[src/rtl/arith_flag_pkg.sv]
package arith_flag_pkg;
   localparam int FLAG_W   = 16;
   localparam int POS_CF   = 0;
   localparam int POS_PF   = 2;
   localparam int POS_AF   = 4;
   localparam int POS_ZF   = 6;
   localparam int POS_SF   = 7;
   localparam int POS_TF   = 8;
   localparam int POS_IF   = 9;
   localparam int POS_DF   = 10;
   localparam int POS_OF   = 11;
   localparam int N_CTL    = 3;
   localparam logic [FLAG_W-1:0] FIXED_VAL = 16'h0002;
   localparam logic [FLAG_W-1:0] LIVE_MASK = 16'h0FD5;

   typedef struct packed {
      logic of;
      logic sf;
      logic zf;
      logic af;
      logic pf;
      logic cf;
   } cond_flags_t;
endpackage

[src/rtl/flag_adder.sv]
module flag_adder #(
   parameter int W = 16
) (
   input  logic [W-1:0] a,
   input  logic [W-1:0] b,
   input  logic         cin,
   input  logic         sub,
   output logic [W-1:0] sum,
   output logic [W:0]   carry
);
   logic [W-1:0] b_x;

   assign b_x      = sub ? ~b : b;
   assign carry[0] = cin ^ sub;

   for (genvar i = 0; i < W; i++) begin : g_bit
      assign sum[i]     = a[i] ^ b_x[i] ^ carry[i];
      assign carry[i+1] = (a[i] & b_x[i]) | (carry[i] & (a[i] ^ b_x[i]));
   end
endmodule

[src/rtl/flag_eval.sv]
module flag_eval
   import arith_flag_pkg::*;
#(
   parameter int WIDE_W   = 16,
   parameter int NARROW_W = 8,
   parameter int NIB_W    = 4
) (
   input  logic [WIDE_W-1:0] sum,
   input  logic [WIDE_W:0]   carry,
   input  logic              wide,
   input  logic              sub,
   output logic [WIDE_W-1:0] result,
   output cond_flags_t       cond
);
   localparam int UPPER_W = WIDE_W - NARROW_W;

   logic c_in_msb;
   logic c_out_msb;

   always_comb begin
      if (wide) begin
         result    = sum;
         c_in_msb  = carry[WIDE_W-1];
         c_out_msb = carry[WIDE_W];
         cond.sf   = sum[WIDE_W-1];
         cond.zf   = (sum == '0);
      end else begin
         result    = {{UPPER_W{1'b0}}, sum[NARROW_W-1:0]};
         c_in_msb  = carry[NARROW_W-1];
         c_out_msb = carry[NARROW_W];
         cond.sf   = sum[NARROW_W-1];
         cond.zf   = (sum[NARROW_W-1:0] == '0);
      end
      cond.cf = c_out_msb ^ sub;
      cond.af = carry[NIB_W] ^ sub;
      cond.of = c_in_msb ^ c_out_msb;
      cond.pf = ~(^sum[NARROW_W-1:0]);
   end
endmodule

[src/rtl/ctl_flag_bank.sv]
module ctl_flag_bank #(
   parameter int N = 3
) (
   input  logic         clk,
   input  logic         rst_n,
   input  logic [N-1:0] set_i,
   input  logic [N-1:0] clr_i,
   output logic [N-1:0] q
);
   for (genvar k = 0; k < N; k++) begin : g_flag
      always_ff @(posedge clk or negedge rst_n) begin
         if (!rst_n)        q[k] <= 1'b0;
         else if (clr_i[k]) q[k] <= 1'b0;
         else if (set_i[k]) q[k] <= 1'b1;
      end
   end
endmodule

[src/rtl/arith_flag_unit.sv]
module arith_flag_unit
   import arith_flag_pkg::*;
#(
   parameter int WIDE_W   = 16,
   parameter int NARROW_W = 8,
   parameter int NIB_W    = 4
) (
   input  logic              clk,
   input  logic              rst_n,
   input  logic [WIDE_W-1:0] op_a,
   input  logic [WIDE_W-1:0] op_b,
   input  logic              carry_in,
   input  logic              op_sub,
   input  logic              wide,
   input  logic              arith_en,
   input  logic [N_CTL-1:0]  ctl_set,
   input  logic [N_CTL-1:0]  ctl_clr,
   output logic [WIDE_W-1:0] result,
   output logic [FLAG_W-1:0] flags
);
   if (WIDE_W != FLAG_W) begin : g_bad_wide
      $error("WIDE_W must equal the flag word width");
   end
   if (NARROW_W >= WIDE_W || NARROW_W < 8) begin : g_bad_narrow
      $error("NARROW_W must be at least 8 and below WIDE_W");
   end
   if (NIB_W < 1 || NIB_W >= NARROW_W) begin : g_bad_nib
      $error("NIB_W must lie inside the narrow width");
   end

   logic [WIDE_W-1:0] sum;
   logic [WIDE_W:0]   carry;
   cond_flags_t       cond_next;
   cond_flags_t       cond_q;
   logic [N_CTL-1:0]  ctl_q;

   flag_adder #(.W(WIDE_W)) u_add (
      .a     (op_a),
      .b     (op_b),
      .cin   (carry_in),
      .sub   (op_sub),
      .sum   (sum),
      .carry (carry)
   );

   flag_eval #(.WIDE_W(WIDE_W), .NARROW_W(NARROW_W), .NIB_W(NIB_W)) u_eval (
      .sum    (sum),
      .carry  (carry),
      .wide   (wide),
      .sub    (op_sub),
      .result (result),
      .cond   (cond_next)
   );

   ctl_flag_bank #(.N(N_CTL)) u_ctl (
      .clk   (clk),
      .rst_n (rst_n),
      .set_i (ctl_set),
      .clr_i (ctl_clr),
      .q     (ctl_q)
   );

   always_ff @(posedge clk or negedge rst_n) begin
      if (!rst_n)        cond_q <= '0;
      else if (arith_en) cond_q <= cond_next;
   end

   always_comb begin
      flags         = FIXED_VAL;
      flags[POS_CF] = cond_q.cf;
      flags[POS_PF] = cond_q.pf;
      flags[POS_AF] = cond_q.af;
      flags[POS_ZF] = cond_q.zf;
      flags[POS_SF] = cond_q.sf;
      flags[POS_OF] = cond_q.of;
      flags[POS_TF] = ctl_q[0];
      flags[POS_IF] = ctl_q[1];
      flags[POS_DF] = ctl_q[2];
   end
endmodule

[config.mk]
export PLATFORM = sky130hd
export DESIGN_NAME = arith_flag_unit
export DESIGN_NICKNAME = d
export VERILOG_FILES = /design/src/rtl/arith_flag_pkg.sv /design/src/rtl/flag_adder.sv /design/src/rtl/flag_eval.sv /design/src/rtl/ctl_flag_bank.sv /design/src/rtl/arith_flag_unit.sv
export SDC_FILE = /design/constraint.sdc
export NUM_CORES = 1
export LEC_CHECK = 0
export BUFFER_PORTS_ARGS = -buffer_cell sky130_fd_sc_hd__buf_2
export CORE_AREA = 2 2 62 49
export CTS_CLUSTER_SIZE = 10
export DETAILED_ROUTE_END_ITERATION = 7
export DIE_AREA = 0 0 64 51
export PLACE_DENSITY = 0.84
export SYNTH_ARGS = -nofsm -noshare
export SYNTH_HDL_FRONTEND = slang
export SYNTH_SLANG_ARGS = --single-unit
[constraint.sdc]
create_clock -name clk -period 9.1 [get_ports clk]
set_input_delay 0 -clock clk [delete_from_list [all_inputs] [get_ports clk]]
set_output_delay 0 -clock clk [all_outputs]
set_load 0.01 [all_outputs]
==> results of run 1 <==
==> stage by stage <==
step           total power [mW]  hold WS [ps]  util [%]  cells  instance area [um^2]
6_report                  0.243          68.9      58.2    230                  1600
5_1_grt                   0.267          77.4      58.2    230                  1600
4_1_cts                   0.245          62.5      58.2    230                  1600
3_5_place_dp              0.212          -141      54.7    219                  1500
3_3_place_gp              0.207          -143      54.7    219                  1500
2_1_floorplan             0.164          -296         -    124                  1190
==> state kept, by name, summed over array words and instances (netlist names) <==
register,count
u_ctl.q,3
flags,6
==> final timing paths <==
kind | startpoint | to | slack, ps | cells after the start
min | arith_en | flags[11] | 70 | 2
min in group asynchronous | rst_n | flags[6] | 120 | 2
max reg2reg | u_ctl.q[1] | u_ctl.q[1] | 7890 | 3
min reg2reg | flags[2] | flags[2] | 500 | 1
max | op_sub | flags[6] | 2440 | 26
max in group asynchronous | rst_n | flags[11] | 8800 | 2
==> worst register-to-register path: stages, from the launching register on <==
cell and delay [ps]:
dfrtp_1 370, nor2_1 120, nor2_1 60, dlygate4sd3_1 540
==> cells by family (layout without fill, tap and decap cells) <==
logic type / after synthesis / after routing / synth area share, %
xor+xnor: 23 / 23 / 17.1
fa+ha+maj: 20 / 20 / 31.5
other cells: 2 / 7 / 0.639
buf+inv: 31 / 99 / 13.3
simple gates: 24 / 24 / 11.7
flops: 9 / 9 / 19.1
compound gates: 7 / 7 / 3.83
mux: 3 / 3 / 2.77
==> routing by layer <==
layer	up-vias	global-route usage (%)
li1	493	-
met1	468	19.4
met2	44	30.0
met3	5	5.95
met4	0	5.07
met5	-	0
==> power breakdown <==
part,switching (mW),leakage [nW],internal (mW),total [mW]
Combinational,0.0797,0.733,0.0810,0.161
Sequential,0.00319,0.109,0.0478,0.0510
Clock,0.0142,0.0150,0.0169,0.0312
==> placed cells by master (no fill, tap or decap), drive strengths merged <==
cell type	count
a31oi	1
dfrtp	9
o32ai	1
ha	4
nor2b	3
nand3	1
mux2i	1
and2	6
xnor2	11
a21boi	1
nor4b	1
nor2	10
o21bai	1
a21oi	2
clkbuf	4
xor2	12
conb	7
and4bb	1
dlygate4sd3	7
buf	68
nand2	1
mux2	2
fa	16
or3	1
inv	20
o21ai	1
==> layout make-up <==
type                            instances  area, um^2
Tap cell                               38        47.5
Sequential cell                         9         225
Inverter                               20        75.1
Fill cell                             262        1150
Timing Repair Buffer                   75         410
Multi-Input combinational cell         84         813
Clock buffer                            4        26.3
==> what timing repair did <==
item	CTS	global route
hold buffers	7	0
endpoints found under the setup margin	0	0
hold endpoints to repair	12	0
==> flow_metrics.env, run 1 <==
export IMPL_row_count=17
export IMPL_cts_buffers=3
export IMPL_period_share_pct=73.2
export IMPL_initial_core_util_pct=42.9
export IMPL_wl_met1_um=1070
export IMPL_ant_nets=0
export IMPL_wl_per_cell_um=11.3
export IMPL_ys_seq_area_share_pct=19.1
export IMPL_crit_arrival_ps=6800
export IMPL_fmax_ghz=0.150
export IMPL_worstMarginPinSlew_ps=513
export IMPL_numPortBuffers=68
export IMPL_worstSetupPathType="in2reg"
export IMPL_drive_gt1_share_pct=39.6
export IMPL_hpwlAfterDp_um=2150
export IMPL_syn_cell_area_mm2=0.00118
export IMPL_cellPowerDensity_mw_per_mm2=152
export IMPL_nNetsFinal=257
export IMPL_crit_path_top_delay_cell="fa_1"
export IMPL_setup_tns_ps=0
export IMPL_cp_start_kind="input port"
export IMPL_final_hold_violation_count=0
export IMPL_wirelength_um=2610
export IMPL_cts_tree="yes"
export IMPL_clkTransAtPathRegs_ps=60
export IMPL_cts_sinks=9
export IMPL_cts_setup_buffers=0
export IMPL_grt_pass1_vias=1036
export IMPL_cp_max_fo=20
export IMPL_yosysWarningCount=0
export IMPL_grt_max_degree=21
export IMPL_slew_headroom_pct=65.8
export IMPL_slew_violations=0
export IMPL_top_layer="met4"
export IMPL_vias=1010
export IMPL_grt_pass1_wl_um=4250
export IMPL_synthFlopType="dfrtp_1"
export IMPL_vias_per_cell=4.39
export IMPL_antenna_cells=0
export IMPL_max_stage_delay_ps=450
export IMPL_setup_viol=0
export IMPL_min_period_ps=6660
export IMPL_drc=0
export IMPL_die_x_um=64
export IMPL_status="finished, final reports clean"
export IMPL_overflow=0
export IMPL_ir_drop_mv=0.0602
export IMPL_first_pass_iters=4
export IMPL_syn_area_per_cell_um2=9.88
export IMPL_htree_levels=1
export IMPL_yosysMostFrequentCell="inv_1"
export IMPL_dieArea_mm2=0.00326
export IMPL_rsz0062_at_grt="false"
export IMPL_cellLeakagePower_nw=0.856
export IMPL_worstSkewPairLatency_ps=260
export IMPL_ys_ff_latch=9
export IMPL_synth_edf_count=0
export IMPL_grtUsageTotal_pct=17.0
export IMPL_met2_length_um=1310
export IMPL_cts_resized=0
export IMPL_synthesis_instances=119
export IMPL_gp_congestion=0.676
export IMPL_grt_antenna_before_repair=0
export IMPL_setup_ws_ps=2440
export IMPL_ioPinCount=76
export IMPL_crit_required_ps=9240
export IMPL_clock_skew_ps=0
export IMPL_area_growth_pct=35.9
export IMPL_ys_async_sr_fraction_pct=100
export IMPL_synth_area_leaders="fa_1, dfrtp_1, xor2_1, xnor2_1, inv_1"
export IMPL_die_y_um=51
export IMPL_netlist_top_cells_count="inv_1, fa_1, xor2_1"
export IMPL_preCtsSetupSlack_ps=2150
export IMPL_dr_first_iter_drc_count=11
export IMPL_synth_top_cell_area_share_pct=27.2
export IMPL_ys_types=28
export IMPL_path_buf_inv=6
export IMPL_cpLargestDelayFamily="adder cells"
export IMPL_core_area_mm2=0.00274
export IMPL_hold_class="in2reg"
export IMPL_cp_common_cell="fa_1"
export IMPL_cp_end_kind="flip-flop"
export IMPL_met3_length_um=207
export IMPL_cts_root_buf="clkbuf_4"
export IMPL_cts_max_path_buffers=2
export IMPL_drv_cap=0
export IMPL_yosys_area_top_type="fa_1"
(Power assumes the default switching activity.)
==> run 2: changes to the inputs <==
--- a/config.mk
+++ b/config.mk
@@ -6,11 +6,11 @@
 export NUM_CORES = 1
 export LEC_CHECK = 0
 export BUFFER_PORTS_ARGS = -buffer_cell sky130_fd_sc_hd__buf_2
-export CORE_AREA = 2 2 62 49
+export CORE_AREA = 2 2 68 54
 export CTS_CLUSTER_SIZE = 10
 export DETAILED_ROUTE_END_ITERATION = 7
-export DIE_AREA = 0 0 64 51
-export PLACE_DENSITY = 0.84
+export DIE_AREA = 0 0 70 56
+export PLACE_DENSITY = 0.73
 export SYNTH_ARGS = -nofsm -noshare
 export SYNTH_HDL_FRONTEND = slang
 export SYNTH_SLANG_ARGS = --single-unit
==> constraint.sdc (replaced) <==
create_clock -name clk -period 5.9 [get_ports clk]
set_input_delay 0 -clock clk [delete_from_list [all_inputs] [get_ports clk]]
set_output_delay 0 -clock clk [all_outputs]
set_load 0.01 [all_outputs]
==> flow_metrics.env, run 2 (synthesized netlist as in run 1, its figures left out) <==
export IMPL_grt_max_degree=17
export IMPL_layout_common_cells="buf_2, inv_1, fa_2"
export IMPL_fmax_ghz=0.173
export IMPL_overflow=0
export IMPL_nFillCells=304
export IMPL_clkTransAtPathRegs_ps=40
export IMPL_cts_tree="yes"
export IMPL_vias_per_cell=4.22
export IMPL_largest_register_ff_count=6
export IMPL_cts_buffers=3
export IMPL_min_period_ps=5780
export IMPL_grt_pass1_vias=1063
export IMPL_final_common_cell="buf_2"
export IMPL_worstSetupPathType="in2out"
export IMPL_crit_required_ps=5900
export IMPL_cellPowerDensity_mw_per_mm2=240
export IMPL_wirelength_um=2730
export IMPL_cp_end_kind="primary output"
export IMPL_htree_levels=1
export IMPL_grtUsageTotal_pct=14.3
export IMPL_final_util_pct=54.7
export IMPL_cellLeakagePower_nw=0.897
export IMPL_initial_core_util_pct=36.8
export IMPL_cts_max_path_buffers=2
export IMPL_nNetsFinal=266
export IMPL_cts_sinks=9
export IMPL_status="finished, final reports clean"
export IMPL_worstSkewPairLatency_ps=230
export IMPL_die_x_um=70
export IMPL_cp_start_kind="input port"
export IMPL_rsz0062_at_grt="true"
export IMPL_ir_drop_mv=0.133
export IMPL_grt_pass1_wl_um=4570
export IMPL_hpwlAfterDp_um=2300
export IMPL_ant_nets=0
export IMPL_dieArea_mm2=0.00392
export IMPL_hold_class="in2reg"
export IMPL_cts_root_buf="clkbuf_8"
export IMPL_period_share_pct=98.0
export IMPL_cp_max_fo=4
export IMPL_die_y_um=56
export IMPL_min_from="ctl_set[1]"
export IMPL_vias=1017
export IMPL_row_count=18
export IMPL_ioPinCount=76
export IMPL_crit_path_start="op_sub"
export IMPL_setup_viol=0
export IMPL_drv_cap=0
export IMPL_grt_antenna_before_repair=0
export IMPL_slew_violations=0
export IMPL_area_growth_pct=48.6
export IMPL_drive_gt1_share_pct=53.7
export IMPL_gp_congestion=0.733
export IMPL_dr_first_iter_drc_count=18
export IMPL_drc=0
export IMPL_numPortBuffers=68
export IMPL_placedInstanceArea_mm2=0.00159
export IMPL_first_pass_iters=4
export IMPL_regToRegSetupSlack_ps=4690
export IMPL_final_cell_area_mm2=0.00175
export IMPL_r2r_start="u_ctl.q[0]"
export IMPL_power_mw=0.419
export IMPL_core_area_mm2=0.00320
export IMPL_wl_per_cell_um=11.3
export IMPL_antenna_cells=0
export IMPL_crit_arrival_ps=5780
export IMPL_final_hold_violation_count=0
export IMPL_clock_skew_ps=0
-- run 2: cell count changes in the layout (fill, tap and decap cells not counted), sizes merged --
| cell | before | now |
|---|---|---|
| buf | 68 | 78 |
| dlygate4sd3 | 7 | 6 |
-- run 2: power breakdown --
group          internal [mW]  total [mW]  switching [mW]
clock                 0.0469      0.0695          0.0226
sequential            0.0740      0.0787         0.00470
combinational          0.143       0.271           0.128
-- run 2: cell type report --
class	count	area (um^2)	share of cell area, %
clock buffer	4	45.0	2.58
tap	40	50.0	2.86
multi-input combinational	84	861	49.2
sequential	9	225	12.9
timing repair buffer	84	492	28.1
inverter	20	75.1	4.29
-- run 2: path summary, 6_finish.rpt --
| check | depth (start not counted) | end |
|---|---|---|
| max in group asynchronous | 2 | flags[7] |
| min in group asynchronous | 2 | flags[4] |
| setup / recovery | 26 | result[15] |
| hold reg to reg | 2 | u_ctl.q[1] |
| setup reg to reg | 3 | u_ctl.q[0] |
| hold / removal | 3 | u_ctl.q[1] |
-- run 2: what timing repair did --
| action | CTS | global route |
|---|---|---|
| resized for setup | 0 | 7 |
| setup buffers | 0 | 3 |
| hold buffers | 6 | 0 |
| endpoints found under the hold margin | 12 | 0 |
| endpoints found under the setup margin | 0 | 3 |
-- run 2: critical path, stage by stage --
cell     delay (ps)
buf_8           110
xor2_2          170
fa_2            360
fa_2            340
inv_2            60
fa_2            180
inv_2            40
fa_2            350
fa_2            340
inv_2            60
fa_2            180
fa_2            200
inv_2            40
fa_2            390
fa_2            350
fa_2            340
fa_2            340
fa_2            340
fa_2            340
inv_2            60
fa_2            190
fa_2            220
fa_1            410
nor2b_2         150
buf_4           120
buf_6            90
-- run 2: metrics by stage --
stage | std cells | TNS [ps] | setup WS, ps | hold slack, ps
finish | 241 | 0 | 116 | 12.0
global route | 241 | -166 | -85.9 | 27.6
CTS | 238 | 0 | 32.0 | 4.77
detailed placement | 228 | -272 | -195 | -141
global placement | 228 | -127 | -87.1 | -140
floorplan | 124 | -229 | -117 | -296
-- run 2: layer usage --
layer / up-vias / GRT usage (%) / wire length (um)
met3: 0 / 5.62 / 262
li1: 510 / - / -
met4: 0 / 0.824 / 0
met5: - / 0 / 0
met1: 457 / 18.9 / 1190
met2: 50 / 23.5 / 1280
==> run 3: changes to the inputs <==
--- a/config.mk
+++ b/config.mk
@@ -10,7 +10,8 @@
 export CTS_CLUSTER_SIZE = 10
 export DETAILED_ROUTE_END_ITERATION = 7
 export DIE_AREA = 0 0 70 56
-export PLACE_DENSITY = 0.73
+export PLACE_DENSITY = 0.79
 export SYNTH_ARGS = -nofsm -noshare
 export SYNTH_HDL_FRONTEND = slang
+export SYNTH_HIERARCHICAL = 1
 export SYNTH_SLANG_ARGS = --single-unit
==> constraint.sdc (replaced) <==
create_clock -name clk -period 5.8 [get_ports clk]
set_input_delay 0 -clock clk [delete_from_list [all_inputs] [get_ports clk]]
set_output_delay 0 -clock clk [all_outputs]
set_load 0.01 [all_outputs]
==> flow_metrics.env, run 3 <==
export IMPL_cp_max_fo=3
export IMPL_numPortBuffers=68
export IMPL_worstSkewPairLatency_ps=230
export IMPL_worstReg2RegEnd="flags[7]"
export IMPL_clock_skew_ps=0
export IMPL_syn_area_per_cell_um2=9.54
export IMPL_htree_levels=1
export IMPL_cts_tree="yes"
export IMPL_yosysWarningCount=6
export IMPL_area_growth_pct=33.5
export IMPL_gp_congestion=0.724
export IMPL_cpLargestDelayFamily="adder cells"
export IMPL_final_common_cell="buf_2"
export IMPL_cts_buffers=3
export IMPL_wirelength_um=2680
export IMPL_power_mw=0.462
export IMPL_rsz0062_at_grt="true"
export IMPL_syn_cell_area_mm2=0.00138
export IMPL_grt_pass1_vias=1130
export IMPL_grt_antenna_before_repair=0
export IMPL_wl_per_cell_um=10.7
export IMPL_vias_per_cell=4.07
export IMPL_drv_cap=0
export IMPL_cp_cell_sequence="buf_8 -> xnor2_4 -> fa_2 -> fa_2 -> fa_2 -> fa_2 -> fa_2 -> fa_2 -> fa_2 -> fa_2 -> fa_2 -> fa_2 -> fa_2 -> fa_2 -> fa_2 -> fa_2 -> fa_2 -> fa_2 -> inv_2 -> and2_4 -> o21bai_1 -> mux2_4"
export IMPL_crit_arrival_ps=7030
export IMPL_cellPowerDensity_mw_per_mm2=250
export IMPL_drc=0
export IMPL_cts_sinks=9
export IMPL_die_x_um=70
export IMPL_grt_pass1_wl_um=4590
export IMPL_min_to="u_ctl/q[0]"
export IMPL_min_period_ps=6920
export IMPL_cp_start_kind="input port"
export IMPL_cp_common_cell="fa_2"
export IMPL_crit_required_ps=5910
export IMPL_dr_first_iter_drc_count=21
export IMPL_r2r_start="flags[7]"
export IMPL_vias=1021
export IMPL_hold_class="in2reg"
export IMPL_cp_end_kind="flip-flop"
export IMPL_cts_max_path_buffers=2
export IMPL_initial_core_util_pct=43.3
export IMPL_r2r_cells=1
export IMPL_max_stage_delay_ps=550
export IMPL_nNetsFinal=276
export IMPL_core_area_mm2=0.00320
export IMPL_final_util_pct=57.7
export IMPL_crit_path_top_delay_cell="fa_2"
export IMPL_grt_max_degree=18
export IMPL_path_buf_inv=2
export IMPL_ir_drop_mv=0.107
export IMPL_overflow=0
export IMPL_grtUsageTotal_pct=14.6
export IMPL_final_hold_violation_count=0
export IMPL_ioPinCount=76
export IMPL_worstSetupPathType="in2reg"
export IMPL_drive_gt1_share_pct=52.1
export IMPL_layout_common_cells="buf_2, inv_1, xnor2_1"
export IMPL_largest_register_ff_count=6
export IMPL_regToRegSetupSlack_ps=5020
export IMPL_slew_violations=0
export IMPL_dieArea_mm2=0.00392
export IMPL_row_count=18
export IMPL_cts_root_buf="clkbuf_8"
export IMPL_hpwlAfterDp_um=2370
export IMPL_setup_ws_ps=-1120
export IMPL_status="finished, violations left"
export IMPL_holdPathStages=2
export IMPL_die_y_um=56
export IMPL_clkTransAtPathRegs_ps=40
export IMPL_synthesis_instances=145
export IMPL_antenna_cells=0
export IMPL_period_share_pct=119
export IMPL_cellLeakagePower_nw=1.03
export IMPL_first_pass_iters=3
export IMPL_setup_viol=7
export IMPL_violations="negative setup slack"
export IMPL_ant_nets=0
export IMPL_min_from="ctl_clr[0]"
export IMPL_fmax_ghz=0.145
[run 3: cell type report]
| class | instances | area, um^2 |
|---|---|---|
| Fill cell | 313 | 1350 |
| Multi-Input combinational cell | 77 | 915 |
| Timing Repair Buffer | 76 | 443 |
| Sequential cell | 9 | 225 |
| Inverter | 45 | 169 |
| Tap cell | 40 | 50.0 |
| Clock buffer | 4 | 45.0 |
[run 3: worst max path at each step]
stage / startpoint / endpoint / slack, ps / cells after the start
2_1_floorplan: op_sub / flags[7] / -1370 / 23
3_5_place_dp: op_sub / flags[7] / -1430 / 22
3_3_place_gp: op_sub / flags[7] / -1320 / 22
4_1_cts: op_sub / flags[7] / -1160 / 22
5_1_grt: op_sub / flags[7] / -1290 / 22
6_report: op_sub / flags[7] / -1120 / 22
[run 3: through the flow]
stage	cells	instance area (um^2)	hold WS, ps	setup WS, ps	setup TNS, ps
floorplan	150	1480	-296	-1370	-6460
global placement	243	1730	-145	-1320	-6750
detailed placement	243	1730	-144	-1430	-7440
CTS	250	1840	8.47	-1160	-6080
global route	251	1850	13.9	-1290	-7080
finish	251	1850	9.61	-1120	-5760
[run 3: layer usage]
metal	up-vias	GRT usage [%]	wire [um]
met1	455	16.6	1020
met2	47	27.6	1440
met5	-	0	0
met4	0	2.47	0
li1	519	-	-
met3	0	3.99	218
[run 3: where the power goes]
part	switching (mW)	total (mW)	internal, mW
logic	0.144	0.306	0.163
clock network	0.0230	0.0708	0.0477
registers	0.00771	0.0847	0.0770
total	0.175	0.462	0.287
[run 3: what timing repair did]
action | CTS | global route
buffers inserted | 0 | 1
setup endpoints to repair | 7 | 7
hold endpoints to repair | 11 | 0
gates resized for setup | 13 | 0
pin swaps | 4 | 1
hold buffers | 3 | 0
gates cloned | 0 | 0
